**src/rtl/pin_irq_pkg.sv**
```systemverilog
package pin_irq_pkg;

    typedef enum logic [2:0] {
        TRIG_NONE = 3'd0,
        TRIG_HIGH = 3'd1,
        TRIG_LOW  = 3'd2,
        TRIG_SET  = 3'd3,
        TRIG_RSVD = 3'd4,
        TRIG_RISE = 3'd5,
        TRIG_FALL = 3'd6,
        TRIG_BOTH = 3'd7
    } trig_e;

    localparam int unsigned OFS_TRIG   = 12;
    localparam int unsigned OFS_MASK   = 16;
    localparam int unsigned OFS_CLEAR  = 20;
    localparam int unsigned OFS_RAW    = 24;
    localparam int unsigned OFS_MASKED = 28;

    typedef struct packed {
        logic rise;
        logic fall;
    } edge_t;

    function automatic logic edge_mode(trig_e m);
        return (m == TRIG_RISE) || (m == TRIG_FALL) || (m == TRIG_BOTH);
    endfunction

    function automatic logic edge_fires(trig_e m, edge_t e);
        case (m)
            TRIG_RISE: return e.rise;
            TRIG_FALL: return e.fall;
            TRIG_BOTH: return e.rise | e.fall;
            default:   return 1'b0;
        endcase
    endfunction

    function automatic logic live_status(trig_e m, logic lvl);
        case (m)
            TRIG_HIGH: return lvl;
            TRIG_LOW:  return ~lvl;
            TRIG_SET:  return 1'b1;
            default:   return 1'b0;
        endcase
    endfunction

endpackage

```
**src/rtl/pin_irq_sync.sv**
```systemverilog
module pin_irq_sync #(
    parameter int unsigned N      = 8,
    parameter int unsigned STAGES = 2
) (
    input  logic         clk,
    input  logic         rst,
    input  logic [N-1:0] async_i,
    output logic [N-1:0] sync_o
);
    logic [N-1:0] stage_q [STAGES];

    always_ff @(posedge clk) begin
        if (rst) begin
            for (int k = 0; k < STAGES; k++) stage_q[k] <= '0;
        end else begin
            stage_q[0] <= async_i;
            for (int k = 1; k < STAGES; k++) stage_q[k] <= stage_q[k-1];
        end
    end

    assign sync_o = stage_q[STAGES-1];
endmodule

```
**src/rtl/pin_irq_detect.sv**
```systemverilog
module pin_irq_detect
    import pin_irq_pkg::*;
#(
    parameter int unsigned N  = 8,
    parameter int unsigned CW = 3
) (
    input  logic           clk,
    input  logic           rst,
    input  logic [N-1:0]   lvl_i,
    input  logic [N*CW-1:0] trig_i,
    input  logic [N-1:0]   clear_i,
    output logic [N-1:0]   raw_o,
    output logic [N-1:0]   hit_o,
    output logic [N-1:0]   pend_o
);
    logic [N-1:0] prev_q;
    logic [N-1:0] pend_q;

    always_ff @(posedge clk) begin
        if (rst) prev_q <= '0;
        else     prev_q <= lvl_i;
    end

    for (genvar i = 0; i < N; i++) begin : g_pin
        trig_e mode;
        edge_t ev;
        logic  is_edge;

        assign mode    = trig_e'(trig_i[i*CW +: CW]);
        assign ev.rise = lvl_i[i] & ~prev_q[i];
        assign ev.fall = ~lvl_i[i] & prev_q[i];
        assign is_edge = edge_mode(mode);
        assign hit_o[i] = edge_fires(mode, ev);

        always_ff @(posedge clk) begin
            if (rst || !is_edge) pend_q[i] <= 1'b0;
            else                 pend_q[i] <= (pend_q[i] & ~clear_i[i]) | hit_o[i];
        end

        assign raw_o[i] = is_edge ? pend_q[i] : live_status(mode, lvl_i[i]);
    end

    assign pend_o = pend_q;
endmodule

```
**src/rtl/pin_irq_regs.sv**
```systemverilog
module pin_irq_regs
    import pin_irq_pkg::*;
#(
    parameter int unsigned N  = 8,
    parameter int unsigned CW = 3,
    parameter int unsigned AW = 8,
    parameter int unsigned DW = 32
) (
    input  logic            clk,
    input  logic            rst,
    input  logic            wr_en,
    input  logic            rd_en,
    input  logic [AW-1:0]   addr,
    input  logic [DW-1:0]   wr_data,
    input  logic [N-1:0]    raw_i,
    input  logic [N-1:0]    masked_i,
    output logic [N*CW-1:0] trig_o,
    output logic [N-1:0]    mask_o,
    output logic [N-1:0]    clear_o,
    output logic [DW-1:0]   rd_data
);
    localparam int unsigned TW = N * CW;

    logic [TW-1:0] trig_q;
    logic [N-1:0]  mask_q;
    logic [DW-1:0] rd_next;
    logic          unused_hi;

    assign unused_hi = ^wr_data[DW-1:TW];

    always_ff @(posedge clk) begin
        if (rst) begin
            trig_q <= '0;
            mask_q <= '0;
        end else if (wr_en) begin
            if (addr == AW'(OFS_TRIG)) trig_q <= wr_data[TW-1:0];
            if (addr == AW'(OFS_MASK)) mask_q <= wr_data[N-1:0];
        end
    end

    assign clear_o = (wr_en && addr == AW'(OFS_CLEAR)) ? wr_data[N-1:0] : '0;

    always_comb begin
        rd_next = '0;
        if      (addr == AW'(OFS_TRIG))   rd_next = DW'(trig_q);
        else if (addr == AW'(OFS_MASK))   rd_next = DW'(mask_q);
        else if (addr == AW'(OFS_RAW))    rd_next = DW'(raw_i);
        else if (addr == AW'(OFS_MASKED)) rd_next = DW'(masked_i);
    end

    always_ff @(posedge clk) begin
        if (rst)        rd_data <= '0;
        else if (rd_en) rd_data <= rd_next;
    end

    assign trig_o = trig_q;
    assign mask_o = mask_q;
endmodule

```
**src/rtl/pin_irq_unit.sv**
```systemverilog
module pin_irq_unit
    import pin_irq_pkg::*;
#(
    parameter int unsigned NUM_PINS    = 8,
    parameter int unsigned TRIG_W      = 3,
    parameter int unsigned ADDR_W      = 8,
    parameter int unsigned DATA_W      = 32,
    parameter int unsigned SYNC_STAGES = 2
) (
    input  logic              clk,
    input  logic              rst,
    input  logic [NUM_PINS-1:0] pins_i,
    input  logic              wr_en,
    input  logic              rd_en,
    input  logic [ADDR_W-1:0] addr,
    input  logic [DATA_W-1:0] wr_data,
    output logic [DATA_W-1:0] rd_data,
    output logic              irq_o
);
    localparam int unsigned TW = NUM_PINS * TRIG_W;

    logic [NUM_PINS-1:0] lvl_sync;
    logic [TW-1:0]       cfg_q;
    logic [NUM_PINS-1:0] mask_q;
    logic [NUM_PINS-1:0] ack_pulse;
    logic [NUM_PINS-1:0] raw_stat;
    logic [NUM_PINS-1:0] masked_stat;
    logic [NUM_PINS-1:0] edge_hit;
    logic [NUM_PINS-1:0] pend_q;
    logic                irq_q;

    pin_irq_sync #(.N(NUM_PINS), .STAGES(SYNC_STAGES)) u_sync (
        .clk    (clk),
        .rst    (rst),
        .async_i(pins_i),
        .sync_o (lvl_sync)
    );

    pin_irq_detect #(.N(NUM_PINS), .CW(TRIG_W)) u_detect (
        .clk    (clk),
        .rst    (rst),
        .lvl_i  (lvl_sync),
        .trig_i (cfg_q),
        .clear_i(ack_pulse),
        .raw_o  (raw_stat),
        .hit_o  (edge_hit),
        .pend_o (pend_q)
    );

    pin_irq_regs #(.N(NUM_PINS), .CW(TRIG_W), .AW(ADDR_W), .DW(DATA_W)) u_regs (
        .clk     (clk),
        .rst     (rst),
        .wr_en   (wr_en),
        .rd_en   (rd_en),
        .addr    (addr),
        .wr_data (wr_data),
        .raw_i   (raw_stat),
        .masked_i(masked_stat),
        .trig_o  (cfg_q),
        .mask_o  (mask_q),
        .clear_o (ack_pulse),
        .rd_data (rd_data)
    );

    assign masked_stat = raw_stat & mask_q;

    always_ff @(posedge clk) begin
        if (rst) irq_q <= 1'b0;
        else     irq_q <= |masked_stat;
    end

    assign irq_o = irq_q;
endmodule

```
**config.mk**
```make
export PLATFORM = sky130hd
export DESIGN_NAME = pin_irq_unit
export DESIGN_NICKNAME = d
export VERILOG_FILES = /design/src/rtl/pin_irq_pkg.sv /design/src/rtl/pin_irq_sync.sv /design/src/rtl/pin_irq_detect.sv /design/src/rtl/pin_irq_regs.sv /design/src/rtl/pin_irq_unit.sv
export SDC_FILE = /design/constraint.sdc
export NUM_CORES = 1
export LEC_CHECK = 0
export CAP_MARGIN = 20
export CORE_ASPECT_RATIO = 0.6
export CORE_MARGIN = 3
export CORE_UTILIZATION = 45
export DETAILED_ROUTE_END_ITERATION = 10
export PLACE_DENSITY = 0.76
export SLEW_MARGIN = 10
export SYNTH_ARGS = -nofsm -noshare
export SYNTH_HDL_FRONTEND = slang
export SYNTH_SLANG_ARGS = --single-unit
```
**constraint.sdc**
```tcl
create_clock -name clk -period 2.3 [get_ports clk]
set_clock_uncertainty 0.1 [all_clocks]
set_input_delay 0.345 -clock clk [delete_from_list [all_inputs] [get_ports clk]]
set_output_delay 0.345 -clock clk [all_outputs]
set_load 0.005 [all_outputs]
```
==> flow_summary.toml, run 1 <==
[yosys]
syn_inst = 503
synth_warnings = 0
synth_top_area_cell = "dfxtp_1"
synth_ff_type = "dfxtp_1"
ys_ff_latch = 89
synth_edf_count = 0
synthTopCellsByArea = "dfxtp_1 (44%), a21oi_1 (9.2%), nand2_1 (6.6%), nor2b_1 (5.6%), ha_1 (5.0%)"
yosysTopAreaCellShare = 0.441
syn_avg_cell_area_um2 = 8.03
yosysUniqueCellTypes = 39
synth_most_common_cell = "dfxtp_1"
yosysSeqAreaShare = 0.441
synth-async-reset-ratio = 0
synth_commonest_cells = "dfxtp_1 (89), a21oi_1 (74), nand2_1 (71)"
netlist_area_um2 = 4040

[power_and_ir_drop]
power.density_nw_per_um2 = 629
combPwrFrac = 0.070
pwr-share-clk = 0.443
ir_drop_uv = 534
cellLeakagePower_nw = 1.87
pwr-share-seq = 0.487
power_switching_mw = 0.699
p_sw_frac = 0.216
p_int_mw = 2.54

[clocking]
clock_sinks = 89
postCtsHoldBufs = 0
clk_latency_ns = 0.34
cts_made_buffers = 9
cts_resized = 0
cts_max_level = 3
cts_root_buf = "clkbuf_16"
clkSlewWorstSetupHoldPaths_ns = 0.06
tritoncts = "built"
clockBufferDepth = 2
post-cts-setup-buffers = 0

[drt]
vias = 3624
routed_wl_um = 10600
drt-initial-drc-count = 338
dr.pass1.iters = 5
wl_per_cell_um = 15.5
viasPerCell = 5.30
route.detailed.drc = 0
ant_nets = 0

[floorplan]
dieWidth_um = 128
io_pins = 85
die_h_um = 79.4
coreArea_um2 = 8620
dieArea_um2 = 10200
initial_core_util = 0.469
rows = 26

[worst_setup_path]
setup.worst_path.class = "input pin to flop"
start_kind = "input pin"
crit_required_ns = 2.47
worst-path-max-fanout = 18
critPathCaptureType = "flop"
critical_path_arrival_ns = 2.20

[placement]
dp_cells = 670
dp_hpwl_um = 7480
gp_congestion = 0.909
io_buffers = 68
dpl-instance-area_um2 = 4870

[grt]
grt_use_total = 0.219
grt_pass1_vias = 3528
grt_pass1_wl_um = 17600
antenna_found_initial = 0
grt_overflow = 0
grt_max_degree = 76

[status]
status = "complete, no violations"

[finish]
nets = 637
instances_no_fill = 684
seqCellArea_um2 = 1780
drive_gt1_frac = 0.0612
nFillCells = 773
fin_area_um2 = 5150
diodes = 0
multiInputGateArea_um2 = 1950
areaGrowthSynthToFinish_pct = 27.5

[timing]
finalSetupViolCount = 0
fmax_mhz = 494
min_period_ns = 2.02
worst_slew_pin_slew_ns = 0.668
grt_setup_unrepaired = "false"
finalCritPeriodShare = 0.880
slew_violations = 0
maxSlewHeadroom = 0.555
hold_violations = 0

[job]
cap_viol_max_count = 0

[min_path]
min_path_type = "flop to flop"
## metrics by stage
stage | hold slack (ns) | TNS (ns) | setup slack [ns] | util | total power, mW
final | 0.337 | 0 | 0.276 | 0.598 | 3.24
after global routing | 0.365 | 0 | 0.138 | 0.598 | 3.36
after CTS | 0.340 | 0 | 0.277 | 0.598 | 3.26
after detailed placement | 0.327 | -1.16 | -0.0670 | 0.565 | 1.84
after global placement | 0.318 | -0.711 | -0.0468 | 0.565 | 1.83
after floorplan | 0.314 | 0 | 0.547 | - | 1.71
## metal layers
metal / track usage / vias up / part of all wire
met1: 0.303 / 1679 / 0.48
li1: - / 1817 / -
met3: 0.0715 / 9 / 0.080
met4: 0.0636 / 0 / 0.0085
met5: 0 / - / 0
met2: 0.326 / 119 / 0.43
## power by group through the flow
stage	combinational, mW	clock, mW	sequential (mW)
finish	0.227	1.44	1.58
global route	0.250	1.53	1.58
CTS	0.227	1.45	1.58
detailed placement	0.225	0	1.61
global placement	0.220	0	1.61
floorplan	0.101	0	1.61
## cells in the final DEF, fill, tap and decap left out, types with 6 or more instances in the layout
cell type,synthesis,routed
dfxtp_1,89,89
a31oi_1,6,6
o21ai_0,13,13
a21oi_1,74,74
a21boi_0,7,7
clkdlybuf4s50_1,0,67
nor2b_1,36,36
o2111ai_1,8,8
conb_1,1,8
clkbuf_16,0,9
nor3_1,10,10
o211ai_1,7,7
o221ai_1,7,7
inv_1,37,37
ha_1,16,16
nor2_1,41,41
buf_4,9,16
a21o_1,7,7
nand2_1,71,71
## final timing paths
| check | start | endpoint | slack (ns) | cells after the start |
|---|---|---|---|---|
| max reg2reg | u_regs.trig_o[10] | u_regs.rd_data[3] | 0.54 | 4 |
| min | u_sync.stage_q[0][0] | u_sync.stage_q[0][8] | 0.34 | 1 |
| min reg2reg | u_sync.stage_q[0][0] | u_sync.stage_q[0][8] | 0.34 | 1 |
| max | addr[5] | u_regs.trig_o[15] | 0.28 | 7 |
## final cells by class
cell class / count / share of cell area
inverters: 37 / 0.0270
well taps: 112 / 0.0272
flip-flops and latches: 89 / 0.346
clock buffers: 11 / 0.0471
clock inverters: 3 / 0.00826
repair buffers: 87 / 0.166
multi-input cells: 345 / 0.379
## flip-flops by register name, indices dropped and copies added (netlist names)
register / count
u_detect.pend_o: 8
irq_o: 1
u_detect.prev_q: 8
u_sync.stage_q: 16
u_regs.trig_o: 24
u_regs.mask_o: 8
u_regs.rd_data: 24
## critical path, stage by stage
cell and delay [ns]:
clkdlybuf4s50_1 0.42, or4_1 0.54, nor4_2 0.24, and2_1 0.26, buf_12 0.17, nand2_1 0.07
a21oi_1 0.14
## cell families (layout without fill, tap and decap cells)
family                     Yosys count  after routing  synth area share
and+or+nand+nor                    178            178             0.208
AOI/OAI and AO/OA                  142            142             0.215
DFF                                 89             89             0.441
buffers and inverters               76            138            0.0830
adders and majority gates           16             16            0.0495
other                                1              8          0.000928
muxes                                1              1           0.00248
(Power assumes the default switching activity.)
==> run 2, diff against run 1 <==
--- a/config.mk
+++ b/config.mk
@@ -10,6 +10,7 @@
 export CORE_MARGIN = 3
 export CORE_UTILIZATION = 45
 export DETAILED_ROUTE_END_ITERATION = 10
+export HOLD_SLACK_MARGIN = 0.08
 export PLACE_DENSITY = 0.76
 export SLEW_MARGIN = 10
 export SYNTH_ARGS = -nofsm -noshare
==> results of run 2 <==
The final DEF is identical to that of run 1; final timing and power are the same.
==> run 3, diff against run 2 <==
--- a/config.mk
+++ b/config.mk
@@ -9,9 +9,11 @@
 export CORE_ASPECT_RATIO = 0.6
 export CORE_MARGIN = 3
 export CORE_UTILIZATION = 45
+export CTS_CLUSTER_SIZE = 16
 export DETAILED_ROUTE_END_ITERATION = 10
+export DONT_BUFFER_PORTS = 1
 export HOLD_SLACK_MARGIN = 0.08
-export PLACE_DENSITY = 0.76
+export PLACE_DENSITY = 0.64
 export SLEW_MARGIN = 10
 export SYNTH_ARGS = -nofsm -noshare
 export SYNTH_HDL_FRONTEND = slang
==> flow_summary.toml, run 3 (same netlist as run 1, synthesis figures left out) <==
[power_and_ir_drop]
pwr-share-seq = 0.473
p_int_mw = 2.61
power_switching_mw = 0.734
power.density_nw_per_um2 = 702
ir_drop_uv = 561
p_sw_frac = 0.219
combPwrFrac = 0.049
pwr-share-clk = 0.478
cellLeakagePower_nw = 1.73

[worst_setup_path]
crit_path_cell_trace = "nand2b_1, a21oi_1, nor4b_1, a2111oi_0, a31oi_1"
critPathCaptureType = "flop"
slowest_stage = "a2111oi_0"
critPathTopFamily = "compound AO/OA/AOI/OAI gates"
cpPeakStageDelay_ns = 0.56
worst-path-max-fanout = 6
start_kind = "flop"
crit_buf_inv = 0
setup.worst_path.class = "flop to flop"
crit_required_ns = 2.38
critical_path_arrival_ns = 1.92
reg2reg_depth = 5
crit_cells = 5

[grt]
grt_pass1_vias = 3346
grt_overflow = 0
grt_use_total = 0.217
grt_pass1_wl_um = 17100
antenna_found_initial = 0
grt_max_degree = 75

[finish]
layout_common_cells = "dfxtp_1 (89), a21oi_1 (74), nand2_1 (71)"
instances_no_fill = 642
drive_gt1_frac = 0.0509
nFillCells = 788
areaGrowthSynthToFinish_pct = 17.9
layout_commonest_cell = "dfxtp_1"
diodes = 0
nets = 593

[timing]
finalCritPeriodShare = 0.804
whs_ns = 0.0982
min_period_ns = 1.85
slew_violations = 0
finalSetupViolCount = 0
maxSlewHeadroom = 0.556
grt_setup_unrepaired = "false"
fmax_mhz = 541
layout_setup_ws_ns = 0.451
setup_tns_ns = 0
hold_violations = 0
worst_slew_pin_slew_ns = 0.665

[clocking]
clock_sinks = 89
cts_resized = 0
clockBufferDepth = 2
cts_made_buffers = 9
post-cts-setup-buffers = 0
clkSlewWorstSetupHoldPaths_ns = 0.07
tritoncts = "built"
clk_latency_ns = 0.34
cts_max_level = 3
cts_root_buf = "clkbuf_16"

[placement]
pre_cts_ws_ns = 0.347
dp_cells = 591
dp_hpwl_um = 7200
io_buffers = 0
gp_congestion = 0.908

[drt]
wl_per_cell_um = 17.0
dr.pass1.iters = 4
vias = 3542
viasPerCell = 5.52
routed_wl_um = 10900
drt-initial-drc-count = 268
route.detailed.drc = 0
ant_nets = 0

[min_path]
min_path_type = "input pin to flop"
hold_depth = 3

[floorplan]
io_pins = 85
die_h_um = 79.4
coreArea_um2 = 8620
dieWidth_um = 128
initial_core_util = 0.469
dieArea_um2 = 10200
rows = 26

[job]
cap_viol_max_count = 0

[status]
status = "complete, no violations"
run 3: cell types whose count changed in the layout (fill, tap and decap cells not counted), sizes merged:
| cell | before | now |
|---|---|---|
| inv | 37 | 40 |
| clkdlybuf4s50 | 67 | 0 |
| clkinv | 1 | 2 |
| clkinvlp | 1 | 0 |
| clkbuf | 11 | 9 |
| buf | 20 | 9 |
| dlygate4sd3 | 0 | 34 |
| bufinv | 1 | 2 |
run 3: path summary, 6_finish.rpt:
| kind | from | end | slack, ns |
|---|---|---|---|
| worst min register to register | u_sync.stage_q[0][3] | u_sync.stage_q[0][11] | 0.34 |
| worst max-delay path | u_regs.trig_o[14] | irq_o | 0.45 |
| worst min-delay path | rst | u_regs.rd_data[7] | 0.1 |
| worst max register to register | u_regs.trig_o[14] | irq_o | 0.45 |
run 3: through the flow:
step / power, mW / utilization / area, µm²
3_5_place_dp: 1.70 / 0.472 / 4070
5_1_grt: 3.46 / 0.553 / 4760
2_1_floorplan: 1.71 / - / 4070
3_3_place_gp: 1.69 / 0.472 / 4070
4_1_cts: 3.37 / 0.553 / 4760
6_report: 3.34 / 0.553 / 4760
run 3: worst reg2reg max path: cells and delay by family (launching register included):
kind,cells,cell delay [ns]
compound gates,3,0.97
flops,1,0.36
simple gates,2,0.25
run 3: cell type report:
type / count / area [µm²] / area share
Multi-Input combinational cell: 345 / 1950 / 0.409
Sequential cell: 89 / 1780 / 0.374
Timing Repair Buffer: 43 / 428 / 0.0898
Clock buffer: 9 / 225 / 0.0473
Tap cell: 112 / 140 / 0.0294
Inverter: 37 / 139 / 0.0291
Clock inverter: 7 / 100 / 0.0210
run 3: timing repair:
action / CTS / global route
endpoints found under the hold margin: 80 / 0
hold buffers: 35 / 0
setup endpoints to repair: 0 / 0
run 3: metal layers:
metal  GRT usage  vias to the layer above  routed length, µm
li1            -                     1733                  -
met1       0.291                     1662               5120
met2       0.325                      136               4640
met3      0.0949                       11               1030
met4      0.0424                        0                 99
met5           0                        -                  0
run 3: power by group through the flow:
stage / Combinational (mW) / Sequential [mW] / Clock [mW]
after floorplan: 0.101 / 1.61 / 0
after global placement: 0.0794 / 1.61 / 0
after detailed placement: 0.0850 / 1.61 / 0
after CTS: 0.162 / 1.58 / 1.63
after global routing: 0.181 / 1.58 / 1.69
final: 0.164 / 1.58 / 1.60
